## config.mk

```make
export PLATFORM = sky130hd
export DESIGN_NAME = capture_bank
export DESIGN_NICKNAME = d
export VERILOG_FILES = /design/src/rtl/cap_pkg.sv /design/src/rtl/cap_sync.sv /design/src/rtl/cap_slot.sv /design/src/rtl/capture_bank.sv
export SDC_FILE = /design/constraint.sdc
export NUM_CORES = 1
export LEC_CHECK = 0
export ABC_CLOCK_PERIOD_IN_PS = 4000
export BUFFER_PORTS_ARGS = -buffer_cell sky130_fd_sc_hd__buf_2
export CAP_MARGIN = 15
export CORE_ASPECT_RATIO = 0.7
export CORE_UTILIZATION = 45
export CTS_CLUSTER_SIZE = 24
export DETAILED_ROUTE_END_ITERATION = 12
export REMOVE_ABC_BUFFERS = 1
export SYNTH_ARGS = -nofsm -noshare
export SYNTH_HDL_FRONTEND = slang
export SYNTH_HIERARCHICAL = 1
export SYNTH_SLANG_ARGS = --single-unit
```

## constraint.sdc

```tcl
create_clock -name clk -period 4 [get_ports clk]
set_input_delay 0.4 -clock clk [delete_from_list [all_inputs] [get_ports clk]]
set_output_delay 0.4 -clock clk [all_outputs]
set_load 0.02 [all_outputs]
```

## src/rtl/cap_pkg.sv

```systemverilog
package cap_pkg;
    localparam int BYTE_W = 8;

    typedef enum logic {
        EDGE_RISE = 1'b0,
        EDGE_FALL = 1'b1
    } edge_e;

    typedef enum logic {
        TRIG_PIN = 1'b0,
        TRIG_SW  = 1'b1
    } trig_e;
endpackage

```

## src/rtl/cap_sync.sv

```systemverilog
// Pin synchronizer followed by a one-flop edge detector.
module cap_sync #(
    parameter int STAGES     = 2,
    parameter bit SELECTABLE = 1'b0
) (
    input  logic clk,
    input  logic rst_n,
    input  logic pin,
    input  logic fall_sel,
    output logic evt
);
    typedef struct packed {
        logic [STAGES-1:0] sync;
        logic              prev;
    } sync_t;

    sync_t q, d;
    logic  rise, fall;

    always_comb begin
        d      = q;
        d.sync = {q.sync[STAGES-2:0], pin};
        d.prev = q.sync[STAGES-1];
        rise   = q.sync[STAGES-1] & ~q.prev;
        fall   = ~q.sync[STAGES-1] & q.prev;
        evt    = (SELECTABLE && (fall_sel == cap_pkg::EDGE_FALL)) ? fall : rise;
    end

    always_ff @(posedge clk or negedge rst_n) begin
        if (!rst_n) q <= '0;
        else        q <= d;
    end
endmodule

```

## src/rtl/cap_slot.sv

```systemverilog
// One capture register: pin or software trigger, byte writes.
module cap_slot #(
    parameter int BYTE_W = 8,
    localparam int TW    = 2 * BYTE_W
) (
    input  logic              clk,
    input  logic              rst_n,
    input  logic              mode_sw,
    input  logic              pin_evt,
    input  logic              wr_lo,
    input  logic              wr_hi,
    input  logic [BYTE_W-1:0] wr_byte,
    input  logic [TW-1:0]     timer,
    output logic [TW-1:0]     value,
    output logic              hw_cap
);
    typedef struct packed {
        logic [TW-1:0] val;
        logic          pend;
    } slot_t;

    slot_t q, d;
    logic  capture;

    always_comb begin
        d       = q;
        hw_cap  = pin_evt & (mode_sw == cap_pkg::TRIG_PIN);
        capture = hw_cap | q.pend;
        d.pend  = wr_lo & (mode_sw == cap_pkg::TRIG_SW);
        if (capture) begin
            d.val = timer;
        end else begin
            if (wr_lo) d.val[BYTE_W-1:0]  = wr_byte;
            if (wr_hi) d.val[TW-1:BYTE_W] = wr_byte;
        end
        value = q.val;
    end

    always_ff @(posedge clk or negedge rst_n) begin
        if (!rst_n) q <= '0;
        else        q <= d;
    end
endmodule

```

## src/rtl/capture_bank.sv

```systemverilog
module capture_bank #(
    parameter int BYTE_W      = 8,
    parameter int NREG        = 4,
    parameter int SYNC_STAGES = 2,
    localparam int TW         = 2 * BYTE_W,
    localparam int AW         = $clog2(NREG)
) (
    input  logic              clk,
    input  logic              rst_n,
    input  logic [TW-1:0]     timer_val,
    input  logic [NREG-1:0]   cap_pin,
    input  logic              fall_edge_sel,
    input  logic [NREG-1:0]   cap_mode,
    input  logic              wr_en,
    input  logic [AW-1:0]     wr_addr,
    input  logic              wr_lo,
    input  logic              wr_hi,
    input  logic              wr_flag,
    input  logic [BYTE_W-1:0] wr_data,
    input  logic [AW-1:0]     rd_addr,
    output logic [TW-1:0]     rd_data,
    output logic [NREG-1:0]   cap_flag
);
    typedef struct packed {
        logic [NREG-1:0] flag;
        logic            edge_f;
    } ctl_t;

    ctl_t q, d;

    logic [NREG-1:0]         pin_evt;
    logic [NREG-1:0]         hw_evt;
    logic [NREG-1:0][TW-1:0] slot_val;

    for (genvar i = 0; i < NREG; i++) begin : g_slot
        logic sel;
        assign sel = wr_en && (wr_addr == AW'(i));

        cap_sync #(
            .STAGES    (SYNC_STAGES),
            .SELECTABLE(i == NREG - 1)
        ) i_sync (
            .clk     (clk),
            .rst_n   (rst_n),
            .pin     (cap_pin[i]),
            .fall_sel(q.edge_f),
            .evt     (pin_evt[i])
        );

        cap_slot #(
            .BYTE_W(BYTE_W)
        ) i_slot (
            .clk    (clk),
            .rst_n  (rst_n),
            .mode_sw(cap_mode[i]),
            .pin_evt(pin_evt[i]),
            .wr_lo  (sel & wr_lo),
            .wr_hi  (sel & wr_hi),
            .wr_byte(wr_data),
            .timer  (timer_val),
            .value  (slot_val[i]),
            .hw_cap (hw_evt[i])
        );
    end

    always_comb begin
        d        = q;
        d.edge_f = fall_edge_sel;
        for (int i = 0; i < NREG; i++) begin
            if (wr_flag && !wr_data[i]) d.flag[i] = 1'b0;
            if (hw_evt[i])              d.flag[i] = 1'b1;
        end
        rd_data  = slot_val[rd_addr];
        cap_flag = q.flag;
    end

    always_ff @(posedge clk or negedge rst_n) begin
        if (!rst_n) q <= '{flag: '0, edge_f: cap_pkg::EDGE_RISE};
        else        q <= d;
    end
endmodule

```

==> results.json, run 1 <==
{
  "hp-class": "input port to asynchronous set/reset pin",
  "finalCriticalPeriod_ps": 2130,
  "worstSetupPathType": "input port to output pin",
  "slew-limit-headroom": 0.256,
  "drive_gt1_frac": 0.657,
  "die_x_um": 130,
  "cp.required_ps": 3600,
  "grt_use_met2": 0.277,
  "core_region_area_um2": 11100,
  "drt-vias-per-instance": 5.16,
  "cts_hold_buf": 0,
  "synth_edf_count": 0,
  "cp_slowest_stage_delay_ps": 660,
  "htree_levels": 3,
  "row_count": 32,
  "synthTopCellsByCount": "mux2_2, dfrtp_1, buf_4",
  "gp_congestion": 0.687,
  "synth_area_leader_cell": "dfrtp_1",
  "track_usage": 0.182,
  "cell_internal_pwr_uw": 1970,
  "clock_sinks": 85,
  "timing.hold.ws_ps": 115,
  "path_cells": "buf_2, mux4_1, buf_2",
  "synth_top_area_frac": 0.412,
  "antenna_found_initial": 0,
  "cts_buffer_depth": 2,
  "clkPwrFrac": 0.336,
  "ys_top_cells_by_area": "dfrtp_1, mux2_2, mux2_4, buf_4, mux4_2",
  "ys.flop_type": "dfrtp_1",
  "switching_power_uw": 663,
  "wl_per_cell_um": 19.6,
  "final_core_util": 0.475,
  "first_iter_violations": 103,
  "yosysWarnings": 6,
  "cp.arrival_ps": 1730,
  "dr.pass1.iters": 4,
  "skew_ps": 5.98,
  "ir_drop_uv": 232,
  "final_max_slew_viol_count": 0,
  "p_leak_uw": 0.00241,
  "post-cts-setup-buffers": 0,
  "cts.reportedPaths.clkPinSlew_ps": 60,
  "worst_path_most_repeated_cell": "buf_2",
  "finalCritPeriodShare": 0.533,
  "overflow": 0,
  "io_pins": 63,
  "grt_max_degree": 57,
  "ctsResizeCount": 0,
  "grt_pass1_vias": 2671,
  "use_met1": 0.260,
  "combPwrFrac": 0.248,
  "cts-buffers-inserted": 9,
  "yosysUniqueCellTypes": 18,
  "clock_latency_ps": 340,
  "status": "complete, no violations",
  "max_freq_mhz": 469,
  "die_y_um": 91.6,
  "synth_area_um2": 5160,
  "dp_hpwl_um": 6380,
  "fill_cells": 992,
  "critPathLaunchType": "input port",
  "critPathMaxFanout": 16,
  "cts_tree": "done",
  "final_nets": 386,
  "area_growth_pct": 2.01,
  "seq_area_frac_synth": 0.412,
  "synth-seq-cells": 85,
  "power_uw": 2640,
  "end_kind": "output pin",
  "top_usage_layer": "met2",
  "power_density_nw_per_um2": 501,
  "remaining_drc_errors": 0,
  "synth_area_per_cell_um2": 14.6,
  "grt_pass1_wl_um": 15700,
  "start_util": 0.465,
  "switching_share": 0.251,
  "grt_use_met3": 0.0449,
  "syn_inst": 353,
  "fin_tns_setup_ps": 0,
  "grt_setup_unrepaired": "no",
  "hold_viol_final": 0,
  "cts_root_buf": "clkbuf_16",
  "ant_nets": 0,
  "routed_wl_um": 9810,
  "synth.most_common_cell": "mux2_2",
  "design_area_um2": 5270,
  "seq_power_share": 0.416,
  "slowest_stage": "mux4_1",
  "tightest_slew_ps": 1110,
  "maxCapViolations": 0,
  "placed_area_um2": 4950,
  "setup-violations-final": 0,
  "antenna_cells": 0,
  "io_buffers": 62,
  "vias": 2580,
  "dieArea_um2": 11900,
  "synthArstFlopShare": 1.00
}
## flip-flops by register name, indices dropped and copies added (netlist names)
name and flops:
cap_flag 4, g_slot.i_slot/q 4, g_slot.i_slot/value 64, g_slot.i_sync/d 8, g_slot.i_sync/q 4, q 1
## final timing paths
check	startpoint	endpoint	slack (ps)	cells past startpoint
max in group asynchronous	rst_n	g_slot[3].i_slot/value[2]	2990	2
worst min register to register	g_slot[3].i_sync/d[2]	g_slot[3].i_sync/d[0]	340	0
min in group clk	fall_edge_sel	q[0]	170	1
worst max-delay path	rd_addr[0]	rd_data[11]	1870	3
worst min-delay path	rst_n	g_slot[3].i_slot/value[9]	120	1
worst max register to register	q[0]	g_slot[3].i_slot/value[4]	2430	5
## per-layer routing
| metal | wire [um] | up-vias | share of wire |
|---|---|---|---|
| met2 | 4540 | 54 | 0.46 |
| met1 | 4780 | 1345 | 0.49 |
| met5 | 0 | - | 0 |
| li1 | - | 1171 | - |
| met4 | 91 | 0 | 0.0093 |
| met3 | 399 | 10 | 0.041 |
## worst max-delay path: cells and delay by family
| kind | cells | cell delay, ps |
|---|---|---|
| buffers and inverters | 2 | 660 |
| muxes | 1 | 660 |
## layout make-up
class	count	area (um^2)	area share
clock buffer	10	239	0.0454
sequential	85	2130	0.404
multi-input combinational	184	2310	0.439
tap	153	191	0.0364
timing repair buffer	63	320	0.0608
clock inverter	5	75.1	0.0143
## layout by cell type (no fill, tap or decap), drive strengths merged, types with 2 or more instances in the layout
cell type | netlist | final
a21o | 4 | 4
nor2b | 7 | 7
dfrtp | 85 | 85
nor2 | 12 | 12
and2 | 4 | 4
clkbuf | 0 | 10
buf | 84 | 63
nand2b | 8 | 8
mux2 | 128 | 128
bufinv | 0 | 2
clkinv | 0 | 3
nand2 | 3 | 3
mux4 | 16 | 16
## stage by stage
| step | cells | worst slack [ps] |
|---|---|---|
| global route | 500 | 1790 |
| detailed placement | 485 | 1670 |
| floorplan | 269 | 2260 |
| CTS | 500 | 1820 |
| finish | 500 | 1870 |
| global placement | 485 | 1700 |
## kinds of logic after synthesis
family,count (synthesis),share of synthesized area
flip-flops,85,0.412
multiplexers,144,0.382
buffers and inverters,84,0.140
AND/OR/NAND/NOR,35,0.0582
AO/OA/AOI/OAI,5,0.00751
## power groups by stage
stage	clock (uW)	sequential [uW]	combinational (uW)
after global placement	0	1110	645
after CTS	916	1100	663
after detailed placement	0	1110	661
final	886	1100	656
after floorplan	0	1090	494
after global routing	946	1120	707
No activity file was read; power rests on OpenSTA's default activity.
==> run 2: changes to the inputs <==
- ABC_AREA: default -> 1
- ABC_CLOCK_PERIOD_IN_PS: 4000 -> 1900
- PLACE_DENSITY: default -> 0.67
- clock period: 4 -> 1.9 ns (I/O delays scaled with it)
==> run 2 against run 1 <==
Total power rose by 97%. Die area up 4.7%. Clock skew increased by 2.1 ps. Final cell count increased by 70%. Critical path type is now flip-flop to output pin. Critical endpoint is now rd_data[6]. Hold slack got worse by 63 ps.
==> results.json, run 2 <==
{
  "status": "complete, no violations",
  "multiInputGateArea_um2": 2040,
  "gp_congestion": 0.885,
  "cts_buffer_depth": 2,
  "die_x_um": 133,
  "cp_num_buf_inv": 2,
  "max_freq_mhz": 712,
  "synth_area_um2": 5410,
  "cts-buffers-inserted": 9,
  "critPathLaunchType": "flip-flop",
  "worstSetupPathType": "flip-flop to output pin",
  "ff_latch_area_um2": 2130,
  "cts_tree": "done",
  "slew-limit-headroom": 0.697,
  "antenna_found_initial": 0,
  "fin_tns_setup_ps": 0,
  "final_cell_mix": "nand2_1, nand4_1, nand3_1, inv_1, dfrtp_1",
  "clock_sinks": 85,
  "htree_levels": 3,
  "synth_top_area_frac": 0.393,
  "synth-seq-cells": 85,
  "drt-vias-per-instance": 5.73,
  "antenna_cells": 0,
  "p_leak_uw": 0.00292,
  "hp-class": "input port to flip-flop",
  "yosysWarnings": 6,
  "power_density_nw_per_um2": 933,
  "drive_gt1_frac": 0.157,
  "grt_pass1_vias": 4314,
  "final_nets": 733,
  "ys.flop_type": "dfrtp_1",
  "final_max_slew_viol_count": 0,
  "end_kind": "output pin",
  "dieArea_um2": 12500,
  "mostFrequentLayoutCell": "nand2_1",
  "ys_top_cells_by_area": "dfrtp_1, nand4_1, buf_4, nand2_1, nand3_1",
  "synthArstFlopShare": 1.00,
  "core_region_area_um2": 11700,
  "grt_pass1_wl_um": 23600,
  "remaining_drc_errors": 0,
  "grt_max_degree": 36,
  "start_util": 0.461,
  "synth_area_per_cell_um2": 7.62,
  "hold_viol_final": 0,
  "first_iter_violations": 548,
  "yosysUniqueCellTypes": 14,
  "cp.required_ps": 1710,
  "path_cells": "inv_1, nand2_1, nand3_1, nand2_1, buf_2",
  "seq_area_frac_synth": 0.393,
  "clock_latency_ps": 340,
  "synth_edf_count": 0,
  "finalCritPeriodShare": 0.739,
  "row_count": 33,
  "cts_root_buf": "clkbuf_16",
  "wl_per_cell_um": 17.8,
  "ant_nets": 0,
  "skew_ps": 8.12,
  "dr.pass1.iters": 5,
  "timing.hold.ws_ps": 52.5,
  "io_buffers": 62,
  "dp_hpwl_um": 10200,
  "post-cts-setup-buffers": 0,
  "syn_inst": 710,
  "largest_register_ff_count": 64,
  "ir_drop_uv": 537,
  "die_y_um": 93.7,
  "grt_setup_unrepaired": "no",
  "routed_wl_um": 15200,
  "cp.arrival_ps": 1210,
  "cpLargestDelayFamily": "flip-flops",
  "io_pins": 63,
  "power_uw": 5190,
  "maxCapViolations": 0,
  "finalCriticalPeriod_ps": 1400,
  "fill_cells": 1188,
  "synthTopCellsByCount": "nand2_1, nand4_1, nand3_1",
  "area_growth_pct": 2.85,
  "cp_slowest_stage_delay_ps": 400,
  "track_usage": 0.253,
  "worst_path_most_repeated_cell": "nand2_1",
  "cts.reportedPaths.clkPinSlew_ps": 60,
  "synth.most_common_cell": "nand2_1",
  "synth_area_leader_cell": "dfrtp_1",
  "tightest_slew_ps": 455,
  "setup-violations-final": 0,
  "critPathMaxFanout": 2,
  "slowest_stage": "dfrtp_1",
  "overflow": 0,
  "vias": 4874
}
run 2: final cells by class:
| cell class | count | area share |
|---|---|---|
| Tap cell | 157 | 0.0353 |
| Timing Repair Buffer | 83 | 0.0895 |
| Inverter | 105 | 0.0713 |
| Multi-Input combinational cell | 406 | 0.368 |
| Clock inverter | 4 | 0.00855 |
| Sequential cell | 85 | 0.382 |
| Clock buffer | 11 | 0.0454 |
run 2: cell families after synthesis:
group / synth area share
simple gates: 0.374
buf+inv: 0.229
flops: 0.393
compound gates: 0.00370
run 2: tightest hold or removal path, delay by kind of cell:
kind	cells	cell delay (ps)
simple gates	1	40
buf+inv	2	130
run 2: final timing paths:
kind | startpoint | to | slack (ps) | cells after the start
worst max-delay path | g_slot[0].i_slot/value[6] | rd_data[6] | 500 | 5
worst max register to register | g_slot[3].i_sync/d[0] | g_slot[3].i_slot/value[5] | 520 | 7
worst min-delay path | cap_mode[0] | g_slot[0].i_slot/q[0] | 50 | 3
min in group asynchronous | rst_n | g_slot[2].i_sync/d[0] | 340 | 2
worst min register to register | g_slot[1].i_sync/d[2] | g_slot[1].i_sync/d[0] | 350 | 0
max in group asynchronous | rst_n | g_slot[1].i_sync/d[0] | 900 | 3
run 2: per-layer routing:
metal	wire length (um)	global-route usage
met5	0	0
met3	1290	0.0507
met2	6870	0.378
met4	369	0.0996
met1	6660	0.359
run 2: stage by stage:
step	std cells	util	setup slack [ps]	instance area, um^2
2_1_floorplan	596	-	715	4570
3_3_place_gp	830	0.444	565	5200
3_5_place_dp	830	0.444	547	5200
4_1_cts	851	0.474	488	5560
5_1_grt	851	0.474	400	5560
6_report	851	0.474	496	5560
run 2: what timing repair did:
action                                 CTS  global route
resized for setup                        0             0
endpoints found under the hold margin   36             0
hold buffers                             6             0
run 2: report_power, final:
group          total [uW]  internal, uW  switching [uW]  leakage (uW)
Combinational        1120           404             721       0.00172
Clock                1790          1080             709      0.000147
Sequential           2280          2100             174       0.00105
Total                5190          3590            1600       0.00292
==> run 3: changes to the inputs <==
- ABC_CLOCK_PERIOD_IN_PS: 1900 -> 1400
- PLACE_DENSITY: 0.67 -> default
- clock period: 1.9 -> 1.4 ns (I/O delays scaled with it)
==> run 3 against run 2 <==
Count of clock-buffer cells in the layout is 2 higher. Die area stayed put. Hold slack worse by 48 ps. Register-to-register slack worse by 350 ps. Critical path depth stayed put. Core utilization is 1.7 points higher. Worst setup slack worse by 480 ps. First-iteration DRC count is 5.1% lower. Non-clock buffer count is 9 higher.
==> results.json, run 3 (synthesized netlist as in run 2, its figures left out) <==
{
  "remaining_drc_errors": 0,
  "hold_viol_final": 0,
  "grt_pass1_vias": 4482,
  "grt_setup_unrepaired": "yes",
  "io_pins": 63,
  "dr.pass1.iters": 5,
  "critPathMaxFanout": 2,
  "power_density_nw_per_um2": 1290,
  "p_leak_uw": 0.00302,
  "worstSetupPathType": "flip-flop to output pin",
  "area_growth_pct": 6.45,
  "skew_ps": 8.10,
  "finalCritPeriodShare": 0.988,
  "drive_gt1_frac": 0.176,
  "slew-limit-headroom": 0.738,
  "max_freq_mhz": 723,
  "path_cells": "inv_1, nand2_1, nand3_1, nand2_1, buf_2",
  "maxCapViolations": 0,
  "largest_register_ff_count": 64,
  "status": "complete, no violations",
  "dp_hpwl_um": 10700,
  "instances_no_fill": 861,
  "finalCriticalPeriod_ps": 1380,
  "slowest_stage": "dfrtp_1",
  "grt_max_degree": 33,
  "clock_latency_ps": 340,
  "ir_drop_uv": 748,
  "timing.hold.ws_ps": 4.57,
  "core_region_area_um2": 11700,
  "gp_congestion": 0.888,
  "drt-vias-per-instance": 5.62,
  "routed_wl_um": 15900,
  "antenna_found_initial": 0,
  "io_buffers": 62,
  "track_usage": 0.266,
  "dieArea_um2": 12500,
  "htree_levels": 3,
  "final_cell_mix": "nand2_1, nand4_1, inv_1, nand3_1, dfrtp_1",
  "cts.reportedPaths.clkPinSlew_ps": 70,
  "ant_nets": 0,
  "start_util": 0.461,
  "setup-violations-final": 0,
  "cp_slowest_stage_delay_ps": 400,
  "wl_per_cell_um": 18.4,
  "mostFrequentLayoutCell": "nand2_1",
  "post-cts-setup-buffers": 0,
  "overflow": 0,
  "grt_pass1_wl_um": 24800,
  "cts_tree": "done",
  "cts_root_buf": "clkbuf_16",
  "final_max_slew_viol_count": 0,
  "cp_num_buf_inv": 2,
  "fill_cells": 1179,
  "cts_buffer_depth": 2,
  "hp-class": "input port to flip-flop",
  "die_x_um": 133,
  "critPathLaunchType": "flip-flop",
  "die_y_um": 93.7,
  "cts-buffers-inserted": 9,
  "row_count": 33,
  "end_kind": "output pin",
  "vias": 4839,
  "clock_sinks": 85,
  "cpLargestDelayFamily": "flip-flops",
  "antenna_cells": 0,
  "placed_cells": 838,
  "worst_path_most_repeated_cell": "nand2_1",
  "first_iter_violations": 520,
  "cp.required_ps": 1260,
  "cp.arrival_ps": 1240,
  "final_nets": 742,
  "tightest_slew_ps": 392
}
run 3: changes by cell type in the layout (fill, tap and decap cells not counted), sizes merged:
cell,before,now
buf,77,85
dlygate4sd3,6,7
clkbuf,11,13
bufinv,1,2
clkinv,2,1
clkinvlp,1,0
run 3: worst register-to-register path: cells and delay by family (launching register included):
kind | cells | cell delay [ps]
buffers and inverters | 2 | 560
flip-flops | 1 | 380
AND/OR/NAND/NOR | 2 | 220
run 3: layer usage:
layer,wire (um),GRT usage,vias to the layer above,part of all wire
met5,0,0,-,0
met4,248,0.0766,0,0.016
met3,1390,0.0712,28,0.088
met2,6900,0.390,226,0.44
met1,7310,0.382,2315,0.46
li1,-,-,2270,-
run 3: final timing paths:
path,startpoint,to,slack [ps],cells after the start
min in group asynchronous,rst_n,g_slot[0].i_slot/value[14],250,2
worst max register to register,g_slot[3].i_slot/q[0],g_slot[3].i_slot/value[8],170,4
worst min-delay path,cap_mode[3],g_slot[3].i_slot/q[0],5,3
worst min register to register,g_slot[3].i_sync/d[2],g_slot[3].i_sync/d[0],350,0
worst max-delay path,g_slot[1].i_slot/value[12],rd_data[12],20,5
max in group asynchronous,rst_n,g_slot[3].i_slot/value[13],530,3
run 3: report_power, final:
part           internal, uW  switching (uW)  total (uW)  leakage (uW)
clock                  1760            1000        2760      0.000172
sequential             2850             228        3080       0.00105
combinational           579             997        1580       0.00180
run 3: final cells by class:
type / instances / area [um^2] / share of cell area
clock buffer: 13 / 280 / 0.0487
clock inverter: 3 / 65.1 / 0.0113
inverter: 105 / 397 / 0.0689
multi-input combinational: 406 / 2070 / 0.360
sequential: 85 / 2130 / 0.369
tap: 157 / 196 / 0.0341
timing repair buffer: 92 / 618 / 0.107
run 3: what timing repair did:
item                                    CTS  global route
gates resized for setup                   0             6
endpoints found under the setup margin    0             7
hold endpoints to repair                 23             0
hold buffers                              7             0
run 3: through the flow:
step                utilization  TNS, ps  total power [uW]  setup slack [ps]  area (um^2)
floorplan                     -        0              4000               242         4570
global placement          0.453        0              4600               167         5310
detailed placement        0.453        0              4640               182         5310
CTS                       0.488        0              7420              28.8         5730
global route              0.491    -24.8              7780             -12.7         5760
finish                    0.491        0              7420              16.1         5760
